$ cat src/rtl/sched_pkg.sv
package sched_pkg;
   // next index with wrap-around over n ports
   function automatic int wrap_next(input int v, input int n);
      return (v >= n - 1) ? 0 : v + 1;
   endfunction
endpackage

$ cat src/rtl/sched_rr_pick.sv
module sched_rr_pick #(
   parameter int N  = 6,
   parameter int PW = 3
) (
   input  logic [N-1:0]  req,
   input  logic [PW-1:0] ptr,
   output logic          hit,
   output logic [PW-1:0] idx
);
   int c;
   always_comb begin
      hit = 1'b0;
      idx = '0;
      c   = 0;
      for (int k = 0; k < N; k++) begin
         c = (int'(ptr) + k) % N;
         if (!hit && req[c]) begin
            hit = 1'b1;
            idx = PW'(c);
         end
      end
   end
endmodule

$ cat src/rtl/sched_credit.sv
module sched_credit #(
   parameter int DEPTH = 24,
   parameter int CW    = 5
) (
   input  logic clk,
   input  logic rst_n,
   input  logic take,
   input  logic give,
   output logic ok
);
   logic [CW-1:0] cnt;
   always_ff @(posedge clk or negedge rst_n) begin
      if (!rst_n) cnt <= CW'(DEPTH);
      else        cnt <= cnt - CW'(take) + CW'(give);
   end
   assign ok = (cnt != '0);
endmodule

$ cat src/rtl/flit_sched.sv
module flit_sched #(
   parameter int NPORT     = 6,
   parameter int BUF_DEPTH = 24,
   localparam int PW = (NPORT > 1) ? $clog2(NPORT) : 1,
   localparam int CW = $clog2(BUF_DEPTH + 1)
) (
   input  logic                clk,
   input  logic                rst_n,
   input  logic [NPORT-1:0]    gt_req,
   input  logic [NPORT*PW-1:0] gt_dst,
   input  logic [NPORT-1:0]    be_req,
   input  logic [NPORT*PW-1:0] be_dst,
   input  logic [NPORT-1:0]    be_eop,
   input  logic [NPORT-1:0]    cr_in,
   output logic [NPORT-1:0]    sel_valid,
   output logic [NPORT-1:0]    sel_gt,
   output logic [NPORT*PW-1:0] sel_src,
   output logic [NPORT-1:0]    gt_pop,
   output logic [NPORT-1:0]    be_pop,
   output logic [NPORT-1:0]    cr_out
);
   import sched_pkg::*;

   if (NPORT < 2) begin : g_chk_n
      $error("flit_sched: NPORT must be at least 2");
   end
   if (BUF_DEPTH < 1) begin : g_chk_d
      $error("flit_sched: BUF_DEPTH must be at least 1");
   end

   // GT claim per output (lowest index if a schedule ever conflicts)
   logic [NPORT-1:0]         gt_hit;
   logic [NPORT-1:0][PW-1:0] gt_src;
   logic [NPORT-1:0]         gt_win;
   always_comb begin
      gt_hit = '0;
      gt_src = '0;
      gt_win = '0;
      for (int o = 0; o < NPORT; o++) begin
         for (int i = 0; i < NPORT; i++) begin
            if (!gt_hit[o] && gt_req[i] && gt_dst[i*PW +: PW] == PW'(o)) begin
               gt_hit[o] = 1'b1;
               gt_src[o] = PW'(i);
               gt_win[i] = 1'b1;
            end
         end
      end
   end

   // an input carries one flit per cycle: GT first
   logic [NPORT-1:0] be_elig;
   assign be_elig = be_req & ~gt_req;

   logic [NPORT-1:0]         cred_ok;
   logic [NPORT-1:0]         win_v;
   logic [NPORT-1:0][PW-1:0] win_i;

   for (genvar o = 0; o < NPORT; o++) begin : g_out
      logic [NPORT-1:0] cand;
      logic             rr_hit;
      logic [PW-1:0]    rr_idx;
      logic             lock_v;
      logic [PW-1:0]    lock_s;
      logic [PW-1:0]    ptr;

      for (genvar i = 0; i < NPORT; i++) begin : g_cand
         assign cand[i] = be_elig[i] && (be_dst[i*PW +: PW] == PW'(o))
                          && cred_ok[o] && !gt_hit[o];
      end

      sched_rr_pick #(.N(NPORT), .PW(PW)) u_rr (
         .req(cand), .ptr(ptr), .hit(rr_hit), .idx(rr_idx)
      );

      assign win_v[o] = lock_v ? cand[lock_s] : rr_hit;
      assign win_i[o] = lock_v ? lock_s : rr_idx;

      sched_credit #(.DEPTH(BUF_DEPTH), .CW(CW)) u_cred (
         .clk(clk), .rst_n(rst_n), .take(win_v[o]), .give(cr_in[o]),
         .ok(cred_ok[o])
      );

      always_ff @(posedge clk or negedge rst_n) begin
         if (!rst_n) begin
            lock_v <= 1'b0;
            lock_s <= '0;
            ptr    <= '0;
         end else if (win_v[o]) begin
            lock_v <= !be_eop[win_i[o]];
            lock_s <= win_i[o];
            if (!lock_v) ptr <= PW'(wrap_next(int'(win_i[o]), NPORT));
         end
      end
   end

   logic [NPORT-1:0] be_pop_n;
   always_comb begin
      be_pop_n = '0;
      for (int o = 0; o < NPORT; o++)
         if (win_v[o]) be_pop_n[win_i[o]] = 1'b1;
   end

   always_ff @(posedge clk or negedge rst_n) begin
      if (!rst_n) begin
         sel_valid <= '0;
         sel_gt    <= '0;
         sel_src   <= '0;
         gt_pop    <= '0;
         be_pop    <= '0;
         cr_out    <= '0;
      end else begin
         for (int o = 0; o < NPORT; o++) begin
            sel_valid[o]         <= gt_hit[o] | win_v[o];
            sel_gt[o]            <= gt_hit[o];
            sel_src[o*PW +: PW]  <= gt_hit[o] ? gt_src[o] : (win_v[o] ? win_i[o] : '0);
         end
         gt_pop <= gt_win;
         be_pop <= be_pop_n;
         cr_out <= be_pop_n;
      end
   end
endmodule

$ cat config.mk
export PLATFORM = sky130hd
export DESIGN_NAME = flit_sched
export DESIGN_NICKNAME = d
export VERILOG_FILES = /design/src/rtl/sched_pkg.sv /design/src/rtl/sched_rr_pick.sv /design/src/rtl/sched_credit.sv /design/src/rtl/flit_sched.sv
export SDC_FILE = /design/constraint.sdc
export NUM_CORES = 1
export LEC_CHECK = 0
export CAP_MARGIN = 20
export CORE_MARGIN = 2
export CORE_UTILIZATION = 50
export DETAILED_ROUTE_END_ITERATION = 10
export DONT_BUFFER_PORTS = 1
export PLACE_DENSITY = 0.64
export SETUP_SLACK_MARGIN = 0.2
export SYNTH_ARGS = -nofsm -noshare
export SYNTH_HDL_FRONTEND = slang
export SYNTH_SLANG_ARGS = --single-unit
$ cat constraint.sdc
create_clock -name clk -period 5.85 [get_ports clk]
set_input_delay 0.8775 -clock clk [delete_from_list [all_inputs] [get_ports clk]]
set_output_delay 0.8775 -clock clk [all_outputs]
set_load 0.01 [all_outputs]
==> out/results.ini <==
[outcome]
status=complete, no violations

[route]
wl_mm=48.9
drtIter0Drc=1511
firstDrtPassIters=6
avgViaCountPerCell=6.64
postRouteAntennaNets=0
wl_per_cell_um=21.7
drc=0
vias=14900

[timing]
slew_violations=0
hold_viol_final=0
setup_viol=0
max_clock_freq_mhz=186
finalCritPeriodShare_pct=92.0
fin_crit_ns=5.38
rsz0062_at_grt=true
timing.setup.tns_ns=0
worstMarginPinSlew_ns=0.944
relSlewSlack_pct=36.5
setup_slack_ns=0.468
skew_ns=0.0109

[synthesis]
ys.warnings.count=0
syn-cell-area_um2=14400
synth_fp_nets=2058
netlist_instances=1871
synth-seq-cells=114
avgSynthCellArea_um2=7.70
synthTopCellsByArea=dfrtp_1 18%, ha_1 10%, nand2_1 3.9%, nand3_1 3.9%, a21oi_1 3.7%
netlist.area_leader.share_pct=17.7
synthArstFlopShare_pct=100
synth_edf_count=0
ys_seq_area_share_pct=19.9
synth_top_area_cell=dfrtp_1
synth_top_flop_cell=dfrtp_1
ys_types=96

[setup_path]
required_ns=6.21
startpoint=g_out[3].ptr[2]
regToRegEndpoint=g_out[3].u_cred.cnt[4]
cp-start-kind=register
crit_path_end_kind=register
cp_slowest_cell=dfrtp_1
path_class=register to register
critical_path.cell_chain=ha_1, a21oi_2, inv_1, ha_1, nor2b_1, a21oi_1, a311o_1, nand4_1, nand2_1, or3_1, a21oi_1, a31o_2, clkinv_1, ha_1, inv_1, ha_1, inv_1, fa_1, inv_1, a21oi_1, nor2_1, nor2_1, xnor2_1
cp_max_fo=12
r2r_slack_ns=0.47
reg2regPathDepth=23
r2r_start=g_out[3].ptr[2]
worstPathArrival_ns=5.74
cpPeakStageDelay_ns=0.51

[die]
num_rows=62
start_util_pct=50.5
die_h_um=174
ios=110
fp.coreArea_um2=28500
die_area_um2=30200
chipWidth_um=174

[power_and_ir_drop]
p_leak_nw=6.82
p_sw_share_pct=51.0
power_frac_clock_pct=13.8
comb_power_share_pct=67.6
max-vdd-ir-drop_mv=0.300
p_seq_share_pct=18.6
intPower_mw=4.08
powerDensity_nw_per_um2=536
switching_power_mw=4.26

[global_route]
grt_pass1_wl_mm=77.8
grt_pass1_vias=14000
grt-ovfl-total=0
grt_usage_pct=32.3
antenna_found_initial=0
grt_max_degree=115

[clocking]
cts_made_buffers=17
clock_path_buffers=2
cts_tree=built
cts_hold_buf=0
root_buffer=clkbuf_16
ctsHtreeMaxLevel=4
clk_pin_slew_ns=0.07
cts.sinks=114
clock_latency_ns=0.44

[cells_and_area]
register_area_um2=2870
final_cell_mix=151 x nand2_1, 134 x inv_1, 129 x nor2_1, 119 x ha_1, 112 x nand3_1
area_growth_pct=7.85
drive_gt1_share_pct=8.03
final_nets=2041
multi_input_area_um2=10700
num_antenna_cells=0
nFillCells=2831
final_common_cell=nand2_1

[placement]
globalplace.congestion=0.961
hpwl_mm=37.8
preCtsSetupSlack_ns=0.428
io_buffers=0

[job]
drv_cap=0

[min_path]
hold_class=input pin to async pin

[power by group through the flow]
| stage | sequential [mW] | clock (mW) | combinational [mW] |
|---|---|---|---|
| after global routing | 1.61 | 1.20 | 6.30 |
| after floorplan | 1.39 | 0 | 4.38 |
| final | 1.55 | 1.15 | 5.63 |
| after CTS | 1.55 | 1.16 | 5.51 |
| after detailed placement | 1.56 | 0 | 5.48 |
| after global placement | 1.55 | 0 | 5.37 |
[logic make-up (layout without fill, tap and decap cells)]
kind of cell | count (synthesis) | in the layout | share of synthesized area, %
simple gates | 777 | 777 | 30.1
compound gates | 546 | 546 | 26.5
buf+inv | 223 | 219 | 6.14
fa+ha+maj | 125 | 125 | 11.2
flops | 114 | 114 | 19.9
xor+xnor | 48 | 48 | 2.97
mux | 38 | 38 | 3.25
[metrics by stage]
step / total power, mW / area [um2] / hold WS (ns) / util, % / std cells
floorplan: 5.76 / 14400 / 0.488 / - / 1871
global placement: 6.92 / 14900 / 0.531 / 52.2 / 2219
detailed placement: 7.04 / 14900 / 0.545 / 52.2 / 2219
CTS: 8.22 / 15500 / 0.124 / 54.3 / 2251
global route: 9.10 / 15500 / 0.123 / 54.5 / 2251
finish: 8.34 / 15500 / 0.134 / 54.5 / 2251
[sequential cells by signal (all words and copies together) (netlist names)]
signal	flops
g_out.u_cred.cnt	30
g_out.lock_s	18
g_out.ptr	18
sel_src	18
cr_out	6
g_out.lock_v	6
gt_pop	6
sel_gt	6
sel_valid	6
[layout make-up]
| cell class | count | share of cell area, % |
|---|---|---|
| Clock buffer | 19 | 2.78 |
| Clock inverter | 13 | 1.18 |
| Inverter | 141 | 3.42 |
| Multi-Input combinational cell | 1534 | 68.8 |
| Sequential cell | 114 | 18.5 |
| Tap cell | 384 | 3.09 |
| Timing Repair Buffer | 46 | 2.22 |
[worst max-delay path by stage]
stage | to | slack (ns) | cells past startpoint
after floorplan | g_out[1].u_cred.cnt[4] | 0.55 | 25
after global placement | g_out[4].ptr[2] | 0.57 | 17
after detailed placement | g_out[3].u_cred.cnt[4] | 0.43 | 23
after CTS | g_out[3].u_cred.cnt[4] | 0.38 | 23
after global routing | g_out[3].u_cred.cnt[4] | 0.03 | 23
final | g_out[3].u_cred.cnt[4] | 0.47 | 23
[routing by layer]
metal / share of wire (%) / track usage [%]
met1: 42 / 43.9
met2: 45 / 50.6
met3: 9.3 / 6.23
met4: 3.6 / 12.5
met5: 0 / 0
[cells in the mapped netlist, types with 18 or more instances]
master,n
a21o_1,29
o211ai_1,27
nor2_1,129
nand2_1,151
xnor2_1,36
dfrtp_1,102
nor4bb_1,18
o31ai_1,20
inv_1,134
a211o_1,23
mux2i_1,22
nand3_1,112
clkbuf_1,60
nor3_1,61
a31oi_1,30
nand2b_1,31
a211oi_1,30
nor3b_1,20
nor2b_1,36
ha_1,119
nand3b_1,23
nor4_1,18
and2_1,20
o22ai_1,18
o21ai_0,81
a21oi_1,107
and3_1,32
[critical path: cells and delay by family (launching register included)]
kind | cells | cell delay (ns)
flops | 1 | 0.51
buf+inv | 5 | 0.62
fa+ha+maj | 5 | 1.62
simple gates | 6 | 1.02
compound gates | 6 | 1.41
xor+xnor | 1 | 0.13
[repair_timing]
item,4_1_cts,5_1_grt
gates resized for setup,0,11
setup buffers,0,0
setup endpoints to repair,0,9
Note: power is estimated with default switching activity, not from simulation.
